### src/rtl/rtc_regbank_pkg.sv
package rtc_regbank_pkg;
  localparam int unsigned BYTE_W   = 8;
  localparam int unsigned IDX_W    = 4;
  localparam int unsigned CAL_BYTES = 10;

  localparam logic [IDX_W-1:0] IDX_A    = 4'hA;
  localparam logic [IDX_W-1:0] IDX_B    = 4'hB;
  localparam logic [IDX_W-1:0] IDX_C    = 4'hC;
  localparam logic [IDX_W-1:0] IDX_LAST = 4'hD;

  localparam logic [BYTE_W-1:0] A_BUSY   = 8'h80;
  localparam logic [BYTE_W-1:0] A_RESET  = 8'h26;
  localparam logic [BYTE_W-1:0] B_PERIOD = 8'h40;
  localparam logic [BYTE_W-1:0] B_SQW    = 8'h08;
  localparam logic [BYTE_W-1:0] B_BINARY = 8'h04;
  localparam logic [BYTE_W-1:0] B_H24    = 8'h02;
  localparam logic [BYTE_W-1:0] B_RESET  = B_PERIOD | B_BINARY | B_H24;

  typedef enum logic [IDX_W-1:0] {
    SLOT_SEC  = 4'd0,
    SLOT_MIN  = 4'd2,
    SLOT_HOUR = 4'd4,
    SLOT_WDAY = 4'd6,
    SLOT_MDAY = 4'd7,
    SLOT_MON  = 4'd8,
    SLOT_YEAR = 4'd9
  } cal_slot_e;

  function automatic logic index_ok(input logic [BYTE_W-1:0] v);
    return v <= {4'h0, IDX_LAST};
  endfunction

  function automatic logic reg_a_ok(input logic [BYTE_W-1:0] v);
    return v == A_RESET;
  endfunction

  function automatic logic reg_b_ok(input logic [BYTE_W-1:0] v);
    return (v & ~(B_PERIOD | B_SQW)) == (B_BINARY | B_H24);
  endfunction

  function automatic logic [BYTE_W-1:0] one_based(input logic [BYTE_W-1:0] v);
    return v + 8'd1;
  endfunction
endpackage

### src/rtl/rtc_index_latch.sv
module rtc_index_latch
  import rtc_regbank_pkg::*;
(
  input  logic              clk,
  input  logic              rst_n,
  input  logic              idx_wr,
  input  logic [BYTE_W-1:0] wdata,
  output logic [IDX_W-1:0]  idx_q,
  output logic              bad_index
);
  assign bad_index = idx_wr && !index_ok(wdata);

  always_ff @(posedge clk) begin
    if (!rst_n)
      idx_q <= '0;
    else if (idx_wr && index_ok(wdata))
      idx_q <= wdata[IDX_W-1:0];
  end
endmodule

### src/rtl/rtc_cal_array.sv
module rtc_cal_array
  import rtc_regbank_pkg::*;
#(
  parameter int unsigned BYTES = CAL_BYTES
) (
  input  logic              clk,
  input  logic              rst_n,
  input  logic              wr_en,
  input  logic [IDX_W-1:0]  idx,
  input  logic [BYTE_W-1:0] wdata,
  input  logic              init_load,
  input  logic [BYTE_W-1:0] init_sec,
  input  logic [BYTE_W-1:0] init_min,
  input  logic [BYTE_W-1:0] init_hour,
  input  logic [BYTE_W-1:0] init_wday,
  input  logic [BYTE_W-1:0] init_mday,
  input  logic [BYTE_W-1:0] init_mon,
  input  logic [BYTE_W-1:0] init_year,
  output logic [BYTE_W-1:0] rd_byte
);
  logic [BYTE_W-1:0] cells [BYTES];
  logic [BYTE_W-1:0] seed  [BYTES];

  for (genvar g = 0; g < BYTES; g++) begin : g_cell
    localparam logic [IDX_W-1:0] SLOT = IDX_W'(g);

    always_comb begin
      case (SLOT)
        SLOT_SEC:  seed[g] = init_sec;
        SLOT_MIN:  seed[g] = init_min;
        SLOT_HOUR: seed[g] = init_hour;
        SLOT_WDAY: seed[g] = one_based(init_wday);
        SLOT_MDAY: seed[g] = init_mday;
        SLOT_MON:  seed[g] = one_based(init_mon);
        SLOT_YEAR: seed[g] = init_year;
        default:   seed[g] = cells[g];
      endcase
    end

    always_ff @(posedge clk) begin
      if (!rst_n)
        cells[g] <= '0;
      else if (init_load)
        cells[g] <= seed[g];
      else if (wr_en && idx == SLOT)
        cells[g] <= wdata;
    end
  end

  always_comb begin
    rd_byte = '0;
    for (int i = 0; i < BYTES; i++)
      if (idx == IDX_W'(i)) rd_byte = cells[i];
  end
endmodule

### src/rtl/rtc_ctrl_regs.sv
module rtc_ctrl_regs
  import rtc_regbank_pkg::*;
(
  input  logic              clk,
  input  logic              rst_n,
  input  logic              rd_a,
  input  logic              wr_a,
  input  logic              wr_b,
  input  logic [BYTE_W-1:0] wdata,
  output logic [BYTE_W-1:0] reg_a_q,
  output logic [BYTE_W-1:0] reg_b_q,
  output logic              bad_write,
  output logic              run_req,
  output logic              stop_req
);
  logic a_take, b_take;

  assign a_take    = wr_a && reg_a_ok(wdata);
  assign b_take    = wr_b && reg_b_ok(wdata);
  assign bad_write = (wr_a && !a_take) || (wr_b && !b_take);
  assign run_req   = b_take && ((wdata & B_PERIOD) != '0);
  assign stop_req  = b_take && ((wdata & B_PERIOD) == '0);

  always_ff @(posedge clk) begin
    if (!rst_n) begin
      reg_a_q <= A_RESET;
      reg_b_q <= B_RESET;
    end else begin
      if (a_take)
        reg_a_q <= wdata;
      else if (rd_a && !wr_a)
        reg_a_q <= reg_a_q ^ A_BUSY;
      if (b_take)
        reg_b_q <= wdata;
    end
  end
endmodule

### src/rtl/rtc_period_timer.sv
module rtc_period_timer #(
  parameter int unsigned TICK_PERIOD = 8,
  localparam int unsigned CNT_W = (TICK_PERIOD > 2) ? $clog2(TICK_PERIOD) : 1
) (
  input  logic clk,
  input  logic rst_n,
  input  logic tick_en,
  input  logic run_req,
  input  logic stop_req,
  output logic running,
  output logic expire,
  output logic irq
);
  localparam logic [CNT_W-1:0] LAST = CNT_W'(TICK_PERIOD - 1);
  logic [CNT_W-1:0] cnt_q;

  assign expire = running && tick_en && !stop_req && (cnt_q == LAST);

  always_ff @(posedge clk) begin
    if (!rst_n) begin
      running <= 1'b1;
      cnt_q   <= '0;
      irq     <= 1'b0;
    end else begin
      irq <= expire;
      if (stop_req) begin
        running <= 1'b0;
        cnt_q   <= '0;
      end else if (run_req && !running) begin
        running <= 1'b1;
        cnt_q   <= '0;
      end else if (running && tick_en) begin
        cnt_q <= (cnt_q == LAST) ? '0 : cnt_q + 1'b1;
      end
    end
  end
endmodule

### src/rtl/rtc_regbank.sv
module rtc_regbank
  import rtc_regbank_pkg::*;
#(
  parameter int unsigned TICK_PERIOD = 8
) (
  input  logic       clk,
  input  logic       rst_n,
  input  logic       tick_en,
  input  logic       idx_wr,
  input  logic       data_wr,
  input  logic       data_rd,
  input  logic [7:0] wdata,
  input  logic       init_load,
  input  logic [7:0] init_sec,
  input  logic [7:0] init_min,
  input  logic [7:0] init_hour,
  input  logic [7:0] init_wday,
  input  logic [7:0] init_mday,
  input  logic [7:0] init_mon,
  input  logic [7:0] init_year,
  output logic [7:0] rdata,
  output logic       rd_valid,
  output logic       irq,
  output logic       err
);
  logic [IDX_W-1:0]  idx_q;
  logic              bad_index, bad_ctrl, bad_cd, err_set;
  logic              sel_cal, sel_a, sel_b, sel_cd;
  logic [BYTE_W-1:0] cal_byte, reg_a_q, reg_b_q, rd_next;
  logic              run_req, stop_req, running, expire;

  assign sel_cal = idx_q < IDX_W'(CAL_BYTES);
  assign sel_a   = idx_q == IDX_A;
  assign sel_b   = idx_q == IDX_B;
  assign sel_cd  = idx_q >= IDX_C;

  rtc_index_latch u_index (
    .clk(clk), .rst_n(rst_n), .idx_wr(idx_wr), .wdata(wdata),
    .idx_q(idx_q), .bad_index(bad_index)
  );

  rtc_cal_array #(.BYTES(CAL_BYTES)) u_cal (
    .clk(clk), .rst_n(rst_n), .wr_en(data_wr && sel_cal), .idx(idx_q),
    .wdata(wdata), .init_load(init_load),
    .init_sec(init_sec), .init_min(init_min), .init_hour(init_hour),
    .init_wday(init_wday), .init_mday(init_mday), .init_mon(init_mon),
    .init_year(init_year), .rd_byte(cal_byte)
  );

  rtc_ctrl_regs u_ctrl (
    .clk(clk), .rst_n(rst_n), .rd_a(data_rd && sel_a),
    .wr_a(data_wr && sel_a), .wr_b(data_wr && sel_b), .wdata(wdata),
    .reg_a_q(reg_a_q), .reg_b_q(reg_b_q), .bad_write(bad_ctrl),
    .run_req(run_req), .stop_req(stop_req)
  );

  rtc_period_timer #(.TICK_PERIOD(TICK_PERIOD)) u_timer (
    .clk(clk), .rst_n(rst_n), .tick_en(tick_en), .run_req(run_req),
    .stop_req(stop_req), .running(running), .expire(expire), .irq(irq)
  );

  assign bad_cd  = data_wr && sel_cd;
  assign err_set = bad_index || bad_ctrl || bad_cd;

  always_comb begin
    if (sel_cal)    rd_next = cal_byte;
    else if (sel_a) rd_next = reg_a_q ^ A_BUSY;
    else if (sel_b) rd_next = reg_b_q;
    else            rd_next = '0;
  end

  always_ff @(posedge clk) begin
    if (!rst_n) begin
      rdata    <= '0;
      rd_valid <= 1'b0;
      err      <= 1'b0;
    end else begin
      rd_valid <= data_rd;
      if (data_rd) rdata <= rd_next;
      if (err_set) err <= 1'b1;
    end
  end
endmodule

### config.mk
export PLATFORM = sky130hd
export DESIGN_NAME = rtc_regbank
export DESIGN_NICKNAME = d
export VERILOG_FILES = /design/src/rtl/rtc_regbank_pkg.sv /design/src/rtl/rtc_index_latch.sv /design/src/rtl/rtc_cal_array.sv /design/src/rtl/rtc_ctrl_regs.sv /design/src/rtl/rtc_period_timer.sv /design/src/rtl/rtc_regbank.sv
export SDC_FILE = /design/constraint.sdc
export NUM_CORES = 1
export LEC_CHECK = 0
export BUFFER_PORTS_ARGS = -buffer_cell sky130_fd_sc_hd__clkbuf_2
export CORE_ASPECT_RATIO = 0.9
export CORE_MARGIN = 3
export CORE_UTILIZATION = 25
export CTS_CLUSTER_SIZE = 14
export DETAILED_ROUTE_END_ITERATION = 8
export PLACE_DENSITY = 0.49
export SLEW_MARGIN = 5
export SYNTH_ARGS = -nofsm -noshare
export SYNTH_HDL_FRONTEND = slang
export SYNTH_SLANG_ARGS = --single-unit
### constraint.sdc
create_clock -name clk -period 3.7 [get_ports clk]
set_input_delay 0.555 -clock clk [delete_from_list [all_inputs] [get_ports clk]]
set_output_delay 0.555 -clock clk [all_outputs]
set_load 0.005 [all_outputs]
==> key figures <==
Timing
  • Clock skew: 0.00964 ns
  • Maximum clock frequency: 389 MHz
  • Final setup vio count: 0
  • Max transition margin: 42.5%
  • Setup WS post-layout: 1.13 ns
  • Worst-margin pin slew: 0.862 ns
  • Final period util: 69.5%
  • Setup_tns: 0 ns
  • Endpoints failing hold: 0
  • RSZ-0062 raised after global routing: no
  • Tmin final: 2.57 ns
  • Count of pins over their slew limit: 0

Setup path
  • Worst path arrival time: 2.85 ns
  • Crit path max-delay family: flip-flops
  • CP Max Fanout: 38
  • Reg2reg path depth: 4
  • Slowest stage cell, crit path: dfxtp_2
  • Number of cells on the critical path: 4
  • Setup crit start kind: register
  • Worst-path cell chain: mux4_1 > o21bai_1 > a311oi_1 > nor2_1
  • Worst Path Required: 3.98 ns
  • Buf+Inv Stages, Crit Path: 0
  • CP peak stage delay: 0.89 ns
  • Type of destination of the critical path: register
  • Critical path class: register to register

Finish
  • Final Cell Area: 7140 sq um
  • Area Overhead vs Synth: 20.7%
  • Post-Route Utilization: 31.2%
  • FILL cells: 2340
  • Storage element area: 3110 sq um
  • Nets: 687
  • Multi-input gate area: 2570 sq um
  • Post-route insts no fill: 922
  • Share of post-route cells with drive strength above 1: 22.2%
  • Most common cell after layout, fill and taps aside: clkbuf_2
  • # diodes: 0
  • Most frequent cells in the layout: clkbuf_2, edfxtp_1, a22o_1

Placed design
  • Routability Congestion: 0.838
  • Buffers on Ports: 81
  • Pre-CTS setup slack: 1.18 ns
  • Dpl cells: 890
  • Area of placed instances: 6570 sq um
  • Post-DP HPWL: 13900 um

Clock tree
  • Root Driver: clkbuf_16
  • Htree depth: 4
  • Max clock buf depth: 2
  • Clock insertion delay at the later pin of the skew report: 0.42 ns
  • Cts hold-fix bufs: 0
  • CTS tree: yes
  • Cts repair resizes: 0
  • Clock transition at path regs: 0.06 ns
  • Post-CTS Repair Setup Buffers: 0
  • CTS sink count: 115
  • CTS buffer count: 17

Synth
  • Top_reg_cell synth: edfxtp_1
  • Net Count, Synth: 619
  • Post-Syn Instances: 544
  • Syn_area_per_cell: 10.9 sq um
  • Count of warnings emitted by yosys: 0
  • EDFF count, synth: 80
  • Async set-reset flop share out of synthesis: 0%
  • Netlist cell types: 62
  • Sequential fraction of the synthesis area: 52.4%
  • Synth Register Bits: 115
  • Mapped cell area: 5920 sq um

Floorplan
  • Die Area: 25600 sq um
  • Area of the core: 22900 sq um
  • Io pins: 82
  • DIE WIDTH: 168 um
  • Die Y: 152 um
  • Row cnt: 52
  • Initial cell density of the core: 25.8%

Global routing
  • Total grt overflow: 0
  • Largest net degree at the start of global routing: 43
  • First-pass GRT wire length: 29900 um
  • Vias in the first global route: 4730
  • GRT Overall Usage: 15.6%
  • Initial antenna violation count: 1

Drt
  • WL/cell: 21.6 um
  • Final wirelength: 19900 um
  • Vias: 4691
  • Starting DRT DRC Count: 444
  • Vias per std cell: 5.09
  • Routed Antenna Nets: 0
  • DRC Markers: 0
  • Drt first pass iters: 5

Min path
  • HP Class: primary input to register
  • Worst hold stages: 3

Power
  • Maximum VDD drop: 0.000281 V
  • Pwr/cell area: 470 nW/um^2
  • Leakage power: 0.00265 uW

Outcome
  • Outcome: finished clean

Flow run
  • Max Cap Viol: 0
## metal layers
metal | share of wire, % | global-route usage [%] | up-vias | wire [um]
met2 | 42 | 21.8 | 188 | 8320
met1 | 50 | 23.6 | 2283 | 9860
met3 | 7.1 | 3.98 | 18 | 1420
met5 | 0 | 0 | - | 0
met4 | 1.5 | 4.36 | 0 | 302
li1 | - | - | 2202 | -
## state kept, by name, summed over array words and instances (netlist names)
name	flops
rd_valid	1
u_timer.irq	1
u_ctrl.reg_a_q	8
u_timer.running	1
u_timer.cnt_q	3
u_ctrl.reg_b_q	8
u_index.idx_q	4
err	1
rdata	8
u_cal.cells	80
## cell usage after synthesis, types with 5 or more instances
library cell  number  area (sq um)
a22o_1            42           368
o221ai_1           5          43.8
xor2_1             7          61.3
xnor2_1            5          43.8
nor3_1             8          40.0
a22oi_1            5          37.5
o211ai_1           6          45.0
nor2b_1           11          68.8
a21oi_1           24           120
clkbuf_1          26          97.6
edfxtp_1          80          2400
dfxtp_1           35           701
inv_1              8          30.0
nand3_1           18          90.1
mux2i_1           19           190
and3_1             8          50.1
nor2_1            32           120
nand2_1           33           124
nand2b_1          17           106
o21ai_0           39           195
buf_2             10          50.1
and2_1            29           181
## cells by family after synthesis
| kind of cell | Yosys count | synth area share (%) |
|---|---|---|
| flops | 115 | 52.4 |
| compound gates | 152 | 18.0 |
| simple gates | 182 | 16.8 |
| fa+ha+maj | 4 | 0.846 |
| mux | 27 | 5.94 |
| buf+inv | 52 | 4.17 |
| xor+xnor | 12 | 1.78 |
## worst reg2reg max path, cell delays in order (launching register included)
cell and delay, ns:
dfxtp_2 0.89, mux4_1 0.69, o21bai_1 0.20, a311oi_1 0.54, nor2_1 0.12
## final cells by class
class                           instances  area share, %
Clock inverter                         14           1.96
Clock buffer                           18           6.01
Multi-Input combinational cell        377           36.0
Inverter                                8          0.421
Sequential cell                       115           43.5
Timing Repair Buffer                   93           6.94
Tap cell                              297           5.21
## through the flow
stage          hold slack (ns)  power (uW)
2_1_floorplan            0.402        1630
3_3_place_gp             0.427        1780
3_5_place_dp             0.427        1780
4_1_cts                  0.414        3380
5_1_grt                  0.420        3470
6_report                 0.426        3350
## worst paths after layout
path	to	slack, ns	from
setup / recovery	rdata[7]	1.13	u_index.idx_q[0]
hold / removal	u_timer.cnt_q[2]	0.43	tick_en
setup reg to reg	rdata[7]	1.13	u_index.idx_q[0]
hold reg to reg	u_ctrl.reg_a_q[1]	0.44	u_ctrl.reg_a_q[1]
## power breakdown
group,switching (uW),internal (uW),total [uW]
Combinational,159,104,263
Clock,618,984,1600
Sequential,42.2,1450,1490
Power figures use the tool's default switching activity.
